### src/rtl/sp_pkg.sv
package sp_pkg;
  typedef enum logic [2:0] {
    ST_CMD, ST_WR, ST_RD, ST_STAT, ST_PWR, ST_IDLE
  } sp_state_e;

  localparam logic [7:0] CMD_WR   = 8'h4E;
  localparam logic [7:0] CMD_RD   = 8'hBE;
  localparam logic [7:0] CMD_COPY = 8'h48;
  localparam logic [7:0] CMD_CONV = 8'h44;
  localparam logic [7:0] CMD_PWR  = 8'hB4;
  localparam logic [7:0] CRC_POLY = 8'h8C;
endpackage

### src/rtl/sp_crc8.sv
module sp_crc8 #(
  parameter int NBYTES = 8,
  localparam int NBITS = NBYTES * 8
) (
  input  logic [NBITS-1:0] data_i,
  output logic [7:0]       crc_o
);
  import sp_pkg::*;
  always_comb begin
    logic [7:0] c;
    logic       fb;
    c = '0;
    for (int i = 0; i < NBITS; i++) begin
      fb = c[0] ^ data_i[i];
      c  = c >> 1;
      if (fb) c = c ^ CRC_POLY;
    end
    crc_o = c;
  end
endmodule

### src/rtl/sp_nv_store.sv
module sp_nv_store #(
  parameter logic [7:0] TH_INIT  = 8'h4B,
  parameter logic [7:0] TL_INIT  = 8'h46,
  parameter logic [7:0] CFG_INIT = 8'h7F
) (
  input  logic       clk_i,
  input  logic       rst_ni,
  input  logic       start_i,
  input  logic [7:0] th_i,
  input  logic [7:0] tl_i,
  input  logic [7:0] cfg_i,
  input  logic       done_i,
  output logic       req_o,
  output logic       busy_o,
  output logic [7:0] th_o,
  output logic [7:0] tl_o,
  output logic [7:0] cfg_o
);
  logic [7:0] th_p, tl_p, cfg_p;

  always_ff @(posedge clk_i or negedge rst_ni) begin
    if (!rst_ni) begin
      req_o  <= 1'b0;
      busy_o <= 1'b0;
      th_p   <= '0;
      tl_p   <= '0;
      cfg_p  <= '0;
      th_o   <= TH_INIT;
      tl_o   <= TL_INIT;
      cfg_o  <= CFG_INIT;
    end else begin
      req_o <= start_i;
      if (start_i) begin
        busy_o <= 1'b1;
        th_p   <= th_i;
        tl_p   <= tl_i;
        cfg_p  <= cfg_i;
      end else if (busy_o && done_i) begin
        // commit staged snapshot
        busy_o <= 1'b0;
        th_o   <= th_p;
        tl_o   <= tl_p;
        cfg_o  <= cfg_p;
      end
    end
  end
endmodule

### src/rtl/sp_conv.sv
module sp_conv #(
  parameter int          TW        = 16,
  parameter logic [TW-1:0] TEMP_INIT = 16'h0550
) (
  input  logic          clk_i,
  input  logic          rst_ni,
  input  logic          start_i,
  input  logic          done_i,
  input  logic [TW-1:0] temp_i,
  input  logic [1:0]    res_i,
  output logic          req_o,
  output logic          busy_o,
  output logic [TW-1:0] temp_o
);
  logic [TW-1:0] keep_mask;

  always_comb begin
    keep_mask = '1;
    unique case (res_i)
      2'b00: keep_mask[2:0] = 3'b000;
      2'b01: keep_mask[2:0] = 3'b100;
      2'b10: keep_mask[2:0] = 3'b110;
      default: keep_mask[2:0] = 3'b111;
    endcase
  end

  always_ff @(posedge clk_i or negedge rst_ni) begin
    if (!rst_ni) begin
      req_o  <= 1'b0;
      busy_o <= 1'b0;
      temp_o <= TEMP_INIT;
    end else begin
      req_o <= start_i;
      if (start_i) begin
        busy_o <= 1'b1;
      end else if (busy_o && done_i) begin
        busy_o <= 1'b0;
        temp_o <= temp_i & keep_mask;
      end
    end
  end
endmodule

### src/rtl/scratchpad_cmd_ctrl.sv
module scratchpad_cmd_ctrl #(
  parameter logic [7:0]  TH_INIT   = 8'h4B,
  parameter logic [7:0]  TL_INIT   = 8'h46,
  parameter logic [7:0]  CFG_INIT  = 8'h7F,
  parameter logic [15:0] TEMP_INIT = 16'h0550,
  parameter logic [23:0] RSV_BYTES = 24'h100CFF,
  parameter int          WR_BYTES  = 3
) (
  input  logic        clk_i,
  input  logic        rst_ni,
  input  logic        bus_rst_i,
  input  logic        rx_valid_i,
  input  logic [7:0]  rx_byte_i,
  input  logic        rd_slot_i,
  output logic        rd_valid_o,
  output logic        rd_bit_o,
  input  logic        ext_pwr_i,
  output logic        conv_req_o,
  input  logic        conv_done_i,
  input  logic [15:0] temp_i,
  output logic        copy_req_o,
  input  logic        copy_done_i,
  output logic [7:0]  nv_th_o,
  output logic [7:0]  nv_tl_o,
  output logic [7:0]  nv_cfg_o
);
  import sp_pkg::*;

  localparam int SP_BYTES = 8;
  localparam int RD_BITS  = (SP_BYTES + 1) * 8;
  localparam int IW       = $clog2(RD_BITS + 1);
  localparam int WW       = $clog2(WR_BYTES);

  sp_state_e   state_q;
  logic [WW-1:0] wcnt_q;
  logic [IW-1:0] ridx_q;
  logic [7:0]  th_q, tl_q, cfg_q;
  logic [15:0] temp_q;
  logic        conv_busy, copy_busy, busy;
  logic        conv_go, copy_go, cmd_ok;
  logic [SP_BYTES*8-1:0] sp_vec;
  logic [7:0]  crc;
  logic [RD_BITS-1:0] rd_vec;

  assign busy   = conv_busy | copy_busy;
  assign cmd_ok = (state_q == ST_CMD) && rx_valid_i && !bus_rst_i;
  assign conv_go = cmd_ok && (rx_byte_i == CMD_CONV) && !busy;
  assign copy_go = cmd_ok && (rx_byte_i == CMD_COPY) && !busy;

  assign sp_vec = {RSV_BYTES, cfg_q, tl_q, th_q, temp_q};
  assign rd_vec = {crc, sp_vec};

  sp_crc8 #(.NBYTES(SP_BYTES)) u_crc (
    .data_i (sp_vec),
    .crc_o  (crc)
  );

  sp_conv #(.TW(16), .TEMP_INIT(TEMP_INIT)) u_conv (
    .clk_i  (clk_i),
    .rst_ni (rst_ni),
    .start_i(conv_go),
    .done_i (conv_done_i),
    .temp_i (temp_i),
    .res_i  (cfg_q[6:5]),
    .req_o  (conv_req_o),
    .busy_o (conv_busy),
    .temp_o (temp_q)
  );

  sp_nv_store #(.TH_INIT(TH_INIT), .TL_INIT(TL_INIT), .CFG_INIT(CFG_INIT)) u_nv (
    .clk_i  (clk_i),
    .rst_ni (rst_ni),
    .start_i(copy_go),
    .th_i   (th_q),
    .tl_i   (tl_q),
    .cfg_i  (cfg_q),
    .done_i (copy_done_i),
    .req_o  (copy_req_o),
    .busy_o (copy_busy),
    .th_o   (nv_th_o),
    .tl_o   (nv_tl_o),
    .cfg_o  (nv_cfg_o)
  );

  // command sequencing and scratchpad writes
  always_ff @(posedge clk_i or negedge rst_ni) begin
    if (!rst_ni) begin
      state_q <= ST_CMD;
      wcnt_q  <= '0;
      th_q    <= TH_INIT;
      tl_q    <= TL_INIT;
      cfg_q   <= CFG_INIT;
    end else if (bus_rst_i) begin
      state_q <= ST_CMD;
      wcnt_q  <= '0;
    end else if (rx_valid_i) begin
      unique case (state_q)
        ST_CMD: begin
          wcnt_q <= '0;
          unique case (rx_byte_i)
            CMD_WR:   state_q <= ST_WR;
            CMD_RD:   state_q <= ST_RD;
            CMD_COPY,
            CMD_CONV: state_q <= ST_STAT;
            CMD_PWR:  state_q <= ST_PWR;
            default:  state_q <= ST_IDLE;
          endcase
        end
        ST_WR: begin
          unique case (wcnt_q)
            WW'(0):  th_q  <= rx_byte_i;
            WW'(1):  tl_q  <= rx_byte_i;
            default: cfg_q <= rx_byte_i;
          endcase
          if (wcnt_q == WW'(WR_BYTES - 1)) state_q <= ST_IDLE;
          else wcnt_q <= wcnt_q + WW'(1);
        end
        default: ;
      endcase
    end
  end

  // read slot responses
  always_ff @(posedge clk_i or negedge rst_ni) begin
    if (!rst_ni) begin
      ridx_q     <= '0;
      rd_valid_o <= 1'b0;
      rd_bit_o   <= 1'b1;
    end else begin
      rd_valid_o <= rd_slot_i;
      if (bus_rst_i) begin
        ridx_q <= '0;
      end else if (rd_slot_i) begin
        unique case (state_q)
          ST_RD: begin
            if (ridx_q < IW'(RD_BITS)) begin
              rd_bit_o <= rd_vec[ridx_q];
              ridx_q   <= ridx_q + IW'(1);
            end else begin
              rd_bit_o <= 1'b1;
            end
          end
          ST_STAT: rd_bit_o <= !busy;
          ST_PWR:  rd_bit_o <= ext_pwr_i;
          default: rd_bit_o <= 1'b1;
        endcase
      end
    end
  end
endmodule

### config.mk
export PLATFORM = sky130hd
export DESIGN_NAME = scratchpad_cmd_ctrl
export DESIGN_NICKNAME = d
export VERILOG_FILES = /design/src/rtl/sp_pkg.sv /design/src/rtl/sp_crc8.sv /design/src/rtl/sp_nv_store.sv /design/src/rtl/sp_conv.sv /design/src/rtl/scratchpad_cmd_ctrl.sv
export SDC_FILE = /design/constraint.sdc
export NUM_CORES = 1
export LEC_CHECK = 0
export BUFFER_PORTS_ARGS = -buffer_cell sky130_fd_sc_hd__buf_4
export CORE_MARGIN = 3
export CORE_UTILIZATION = 67
export CTS_BUF_LIST = sky130_fd_sc_hd__clkbuf_8
export CTS_CLUSTER_DIAMETER = 40
export DETAILED_ROUTE_END_ITERATION = 12
export PLACE_DENSITY_LB_ADDON = 0.3
export SYNTH_ARGS = -nofsm -noshare
export SYNTH_HDL_FRONTEND = slang
export SYNTH_HIERARCHICAL = 1
export SYNTH_SLANG_ARGS = --single-unit
### constraint.sdc
create_clock -name clk_i -period 10.9 [get_ports clk_i]
set_input_delay 3.27 -clock clk_i [delete_from_list [all_inputs] [get_ports clk_i]]
set_output_delay 3.27 -clock clk_i [all_outputs]
set_load 0.1 [all_outputs]
==> reports/summary.md, run 1 <==
Setup path
- data arrival time at the worst-slack endpoint: 5.81 ns
- crit-path most repeated cell: buf_4
- critical path's slowest cell: or4b_4
- R2R Setup Slk: 5.78 ns
- startpoint type of the worst setup path: input pin
- endpoint required time on the critical path: 11.18 ns
- number of buffer and inverter instances along the worst setup path: 2
- peak per-stage delay on the critical path: 0.56 ns
- Crit Path Category: input pin to flip-flop
- biggest fanout along the worst timing path: 27
- ordered cell list for the critical path: buf_4, or4b_4, nor2_1, nand4b_1, nor3b_2, buf_4, nand3b_4, mux2_2
- cell class contributing the biggest share of worst-path delay: simple AND/OR/NAND/NOR gates
- kind of end point of the critical path: flip-flop

GRT
- Remaining Overflow, GRT: 0
- number of antenna violations at the first check in global routing: 0
- first-pass GRT wire length: 22700 um
- via count of the first global-routing pass: 4352
- maximum number of pins on one net before global-route repair: 84
- combined global-route utilization of all metal layers: 0.257

Synth
- Yosys top cell by area: dfrtp_1
- area fraction of the dominant cell type after synthesis: 0.258
- most numerous cell types in the synthesized netlist: xnor2_1, dfrtp_1, mux2_2
- mean post-synth cell area: 14.0 um^2
- number of different library cells in the post-synthesis netlist: 58
- share of synthesized registers carrying an async set or reset: 1.00
- register bit count reported by yosys: 106
- number of synthesized flops with an enable pin: 0
- top cells by area, synth: dfrtp_1, dfstp_2, xnor2_1
- most numerous cell in the Yosys netlist: xnor2_1
- netlist area before placement: 0.00708 mm^2
- main flop type after synthesis: dfrtp_1
- yosys warns: 6
- number of instances in the synthesized netlist: 505
- fraction of the yosys area taken by sequential cells: 0.381

Clock tree
- number of hold buffers added after cts: 0
- htree depth: 3
- clock slew at the register clock pins of the worst setup and hold paths: 0.11 ns
- clock network latency to the later pin of the worst-skew pair: 0.39 ns
- clock tree buffer depth: 2
- clock tree sinks: 106
- post-CTS setup buffers: 0
- Inserted Clock Buffers: 9
- CTS tree: yes
- post_cts resized: 0
- clock tree root buffer cell: clkbuf_8

STA
- Worst Max-Slew Pin Slew: 0.981 ns
- Final Hold Viols: 0
- final period demand of the worst path: 5.53 ns
- max-slew violation count: 0
- setup violation total in the final timing report: 0
- final worst-path cycle share: 0.508
- Setup TNS Final: 0 ns
- Setup Skew: 0.00761 ns
- slew margin rel.: 0.346
- setup repair after global routing missed its margin: no
- Achievable Freq: 181 MHz

Floorplan
- Die ar.: 0.0118 mm^2
- CORE AREA: 0.0100 mm^2
- initial standard-cell utilization of the core: 0.708
- Ports: 60
- num rows: 36
- Die Y: 109 um
- horizontal die dimension: 109 um

Routing
- Via Count: 4153
- drt drc: 0
- routed via count divided by cell count: 5.73
- total iterations of the first detailed-routing run: 4
- number of violations reported at the end of detailed-routing iteration 0: 328
- routed len/inst: 19.5 um
- number of nets with antenna violations after routing: 0
- routed wire length: 14100 um

Finish
- fill count: 602
- Area Overhead vs Synth: 11.9%
- count of nets after finishing: 624
- number of diodes added for antenna fixing: 0
- share of cells above drive strength 1: 0.405

Placed design
- global placer's final weighted congestion: 0.841
- number of input and output port buffers inserted: 59
- estimated wirelength of the detail-placed design: 10500 um

Flow run
- max capacitance violation total: 0

Worst hold path
- path class of the lowest-slack min-delay path: flip-flop to flip-flop

Run status
- run status: finished clean

[layout make-up]
class / instances / area [um^2] / area share
repair buffers: 61 / 458 / 0.0578
flip-flops and latches: 106 / 2690 / 0.340
multi-input cells: 400 / 4350 / 0.549
well taps: 133 / 166 / 0.0210
clock inverters: 7 / 95.1 / 0.0120
clock buffers: 9 / 124 / 0.0156
inverters: 9 / 33.8 / 0.00427
[registers in the layout, summed over array words and instances, names as in the netlist, 2 cells and up]
register	cells
cfg_q	8
ridx_q	7
state_q	3
th_q	8
tl_q	8
u_conv/temp_o	16
u_nv/cfg_o	8
u_nv/cfg_p	8
u_nv/th_o	8
u_nv/th_p	8
u_nv/tl_o	8
u_nv/tl_p	8
wcnt_q	2
[path summary, 6_finish.rpt]
check                                        startpoint  cells past startpoint                      endpoint
max                                        rx_byte_i[5]                      8      u_nv/th_o[5]$_DFFE_PN0P_
min                            u_nv/th_p[3]$_DFFE_PN0P_                      1      u_nv/th_p[3]$_DFFE_PN0P_
max reg2reg                u_conv/temp_o[6]$_DFFE_PN1P_                     14          rd_bit_o$_DFFE_PN1P_
min reg2reg                    u_nv/th_p[3]$_DFFE_PN0P_                      1      u_nv/th_p[3]$_DFFE_PN0P_
max in group asynchronous                        rst_ni                      2     u_nv/cfg_p[0]$_DFFE_PN0P_
min in group asynchronous                        rst_ni                      1  u_conv/temp_o[5]$_DFFE_PN0P_
[cells by family after synthesis]
group | count (synthesis) | share of synthesized area
flops | 106 | 0.381
buf+inv | 26 | 0.0203
fa+ha+maj | 5 | 0.00884
mux | 105 | 0.200
simple gates | 67 | 0.0564
compound gates | 30 | 0.0297
xor+xnor | 164 | 0.303
other cells | 2 | 0.00106
[worst register-to-register path: stages, from the launching register on]
cell,delay [ns]
dfstp_2,0.61
xor2_1,0.27
xnor3_1,0.49
xnor3_4,0.53
xnor2_1,0.19
xnor2_1,0.59
xnor2_1,0.19
xnor3_2,0.44
xnor3_2,0.41
xnor2_2,0.17
xnor2_1,0.15
mux4_2,0.45
mux2i_1,0.28
a311o_1,0.21
o21ai_1,0.06
[placed cells by master, fill, tap and decap left out, types with 3 or more instances in the layout]
cell       n
nand4b_1   3
nor3_1     3
nor2_1    18
xnor3_2   12
mux2_4    28
xnor2_2    9
mux4_1     7
xnor2_1   87
buf_4     61
nand2_1   13
conb_1    29
nand4_1    5
mux2_2    60
mux2i_1    7
a21oi_1    8
nor2b_1    3
inv_1      9
dfrtp_1   73
mux4_2     3
o21ai_0    5
clkbuf_8   9
ha_1       5
nand2_2    3
dfstp_2   33
xor2_1    23
xnor3_1   26
nand3b_1   4
[routing by layer]
| layer | GRT usage | up-vias | share of wire |
|---|---|---|---|
| met2 | 0.425 | 102 | 0.51 |
| met3 | 0.0497 | 25 | 0.042 |
| met1 | 0.346 | 2117 | 0.43 |
| li1 | - | 1909 | - |
| met4 | 0.0839 | 0 | 0.024 |
| met5 | 0 | - | 0 |
[through the flow]
step                      area (um^2)  hold WS, ns  cells   util  setup slack (ns)
after global placement           7700        0.487    709  0.770              5.09
after global routing             7920        0.540    725  0.792              5.25
final                            7920        0.517    725  0.792              5.37
after detailed placement         7700        0.494    709  0.770              4.99
after floorplan                  7180        0.477    532      -              5.62
after CTS                        7920        0.517    725  0.792              5.39
Power of run 1 is not shown: default switching activity piles up to over one toggle a cycle in this logic, so the estimate is an artifact.
==> inputs of run 2 (changes only) <==
--- a/config.mk
+++ b/config.mk
@@ -7,7 +7,7 @@
 export LEC_CHECK = 0
 export BUFFER_PORTS_ARGS = -buffer_cell sky130_fd_sc_hd__buf_4
 export CORE_MARGIN = 3
-export CORE_UTILIZATION = 67
+export CORE_UTILIZATION = 63
 export CTS_BUF_LIST = sky130_fd_sc_hd__clkbuf_8
 export CTS_CLUSTER_DIAMETER = 40
 export DETAILED_ROUTE_END_ITERATION = 12
==> constraint.sdc (replaced) <==
create_clock -name clk_i -period 5.7 [get_ports clk_i]
set_input_delay 1.71 -clock clk_i [delete_from_list [all_inputs] [get_ports clk_i]]
set_output_delay 1.71 -clock clk_i [all_outputs]
set_load 0.1 [all_outputs]
==> run 2 against run 1 <==
Effect of this change: setup slack worse by 4.6 ns; non-clock buffer count is the same; final cell count grew 0.97%; flip-flop and latch count unchanged; sequential share of layout area increased by 0.097 points; via count fell by 0.63%; die area is 6.0% higher; clock-buffer cell count unchanged; critical path type is now flip-flop to flip-flop.
==> reports/summary.md, run 2 (synthesis gave the netlist of run 1 again) <==
Run status
- run status: finished clean

Finish
- share of the core filled with cells in the final layout: 0.725
- largest reg by FF count: u_conv/temp_o
- fill count: 715
- area of combinational cells with multiple inputs: 0.00435 mm^2
- most frequent cells in the layout: xnor2_1, dfrtp_1, buf_4
- Area Overhead vs Synth: 11.5%
- max reg flops: 16
- register cell area after layout: 0.00269 mm^2
- share of cells above drive strength 1: 0.404
- leading cell type in the layout, fill and taps excluded: xnor2_1
- number of diodes added for antenna fixing: 0
- count of nets after finishing: 624

Setup path
- kind of end point of the critical path: flip-flop
- endpoint required time on the critical path: 6.01 ns
- startpoint type of the worst setup path: flip-flop
- Crit Path Category: flip-flop to flip-flop
- ordered cell list for the critical path: xor2_1, xnor3_2, xnor3_1, xnor2_2, xnor3_1, xnor2_1, xnor2_2, xnor3_2, xnor2_2, xnor2_1, mux4_2, mux2i_1, a311o_1, o21ai_1
- peak per-stage delay on the critical path: 0.60 ns
- crit-path most repeated cell: xnor2_2
- data arrival time at the worst-slack endpoint: 5.29 ns
- biggest fanout along the worst timing path: 6
- critical path's slowest cell: dfstp_2

Clock tree
- clock tree root buffer cell: clkbuf_8
- clock network latency to the later pin of the worst-skew pair: 0.38 ns
- clock slew at the register clock pins of the worst setup and hold paths: 0.11 ns
- htree depth: 3
- clock tree sinks: 106
- post-CTS setup buffers: 0
- Inserted Clock Buffers: 9
- number of hold buffers added after cts: 0
- post_cts resized: 0
- clock tree buffer depth: 2
- CTS tree: yes

Routing
- number of nets with antenna violations after routing: 0
- Via Count: 4127
- number of violations reported at the end of detailed-routing iteration 0: 320
- total iterations of the first detailed-routing run: 4
- routed wire length: 13700 um
- routed via count divided by cell count: 5.64
- drt drc: 0
- routed len/inst: 18.8 um

GRT
- via count of the first global-routing pass: 4287
- first-pass GRT wire length: 22700 um
- number of antenna violations at the first check in global routing: 0
- maximum number of pins on one net before global-route repair: 67
- Remaining Overflow, GRT: 0
- combined global-route utilization of all metal layers: 0.232

STA
- Setup TNS Final: 0 ns
- final period demand of the worst path: 4.98 ns
- slew margin rel.: 0.362
- worst hold slack: 0.518 ns
- Worst Max-Slew Pin Slew: 0.957 ns
- setup violation total in the final timing report: 0
- Final Hold Viols: 0
- Achievable Freq: 201 MHz
- final worst-path cycle share: 0.874
- setup repair after global routing missed its margin: no
- max-slew violation count: 0
- Setup Skew: 0.0180 ns

Floorplan
- initial standard-cell utilization of the core: 0.650
- horizontal die dimension: 112 um
- Die Y: 112 um
- Ports: 60
- num rows: 38
- Die ar.: 0.0125 mm^2
- CORE AREA: 0.0109 mm^2

Placed design
- global placer's final weighted congestion: 0.885
- estimated wirelength of the detail-placed design: 10200 um
- number of input and output port buffers inserted: 59

Flow run
- max capacitance violation total: 0

Worst hold path
- path class of the lowest-slack min-delay path: flip-flop to flip-flop

==> run 2: per-stage QoR <==
| stage | worst slack [ns] | cell area, um^2 | instances |
|---|---|---|---|
| floorplan | 1.19 | 7180 | 532 |
| global placement | 0.867 | 7710 | 716 |
| detailed placement | 0.717 | 7710 | 716 |
| CTS | 0.702 | 7890 | 732 |
| global route | 0.485 | 7890 | 732 |
| finish | 0.720 | 7890 | 732 |
==> run 2: metal layers <==
metal | GRT usage | wire length, um | up-vias
li1 | - | - | 1902
met1 | 0.323 | 6070 | 2114
met2 | 0.371 | 6870 | 93
met3 | 0.0511 | 584 | 18
met4 | 0.0713 | 222 | 0
met5 | 0 | 0 | -
==> run 2: worst paths after layout <==
kind                       cells past startpoint                         start                      endpoint  slack, ns
setup / recovery                              14  u_conv/temp_o[6]$_DFFE_PN1P_          rd_bit_o$_DFFE_PN1P_       0.72
hold / removal                                 1      u_nv/th_p[2]$_DFFE_PN0P_      u_nv/th_o[2]$_DFFE_PN0P_       0.52
setup reg to reg                              14  u_conv/temp_o[6]$_DFFE_PN1P_          rd_bit_o$_DFFE_PN1P_       0.72
hold reg to reg                                1      u_nv/th_p[2]$_DFFE_PN0P_      u_nv/th_o[2]$_DFFE_PN0P_       0.52
max in group asynchronous                      2                        rst_ni          cfg_q[2]$_DFFE_PN1P_       3.24
min in group asynchronous                      1                        rst_ni  u_conv/temp_o[5]$_DFFE_PN0P_       1.41
==> run 2: worst max-delay path, delay by kind of cell, from the launching register on <==
family,cells,cell delay (ns)
xor gates and xnor gates,10,3.28
muxes,2,0.75
DFF,1,0.60
AOI/OAI and AO/OA,2,0.28
==> run 2: layout make-up <==
| cell class | count | share of cell area |
|---|---|---|
| clock buffer | 9 | 0.0157 |
| sequential | 106 | 0.341 |
| clock inverter | 7 | 0.00808 |
| inverter | 9 | 0.00428 |
| tap | 140 | 0.0222 |
| timing repair buffer | 61 | 0.0580 |
| multi-input combinational | 400 | 0.550 |
Power of run 2 is left out for the same reason.
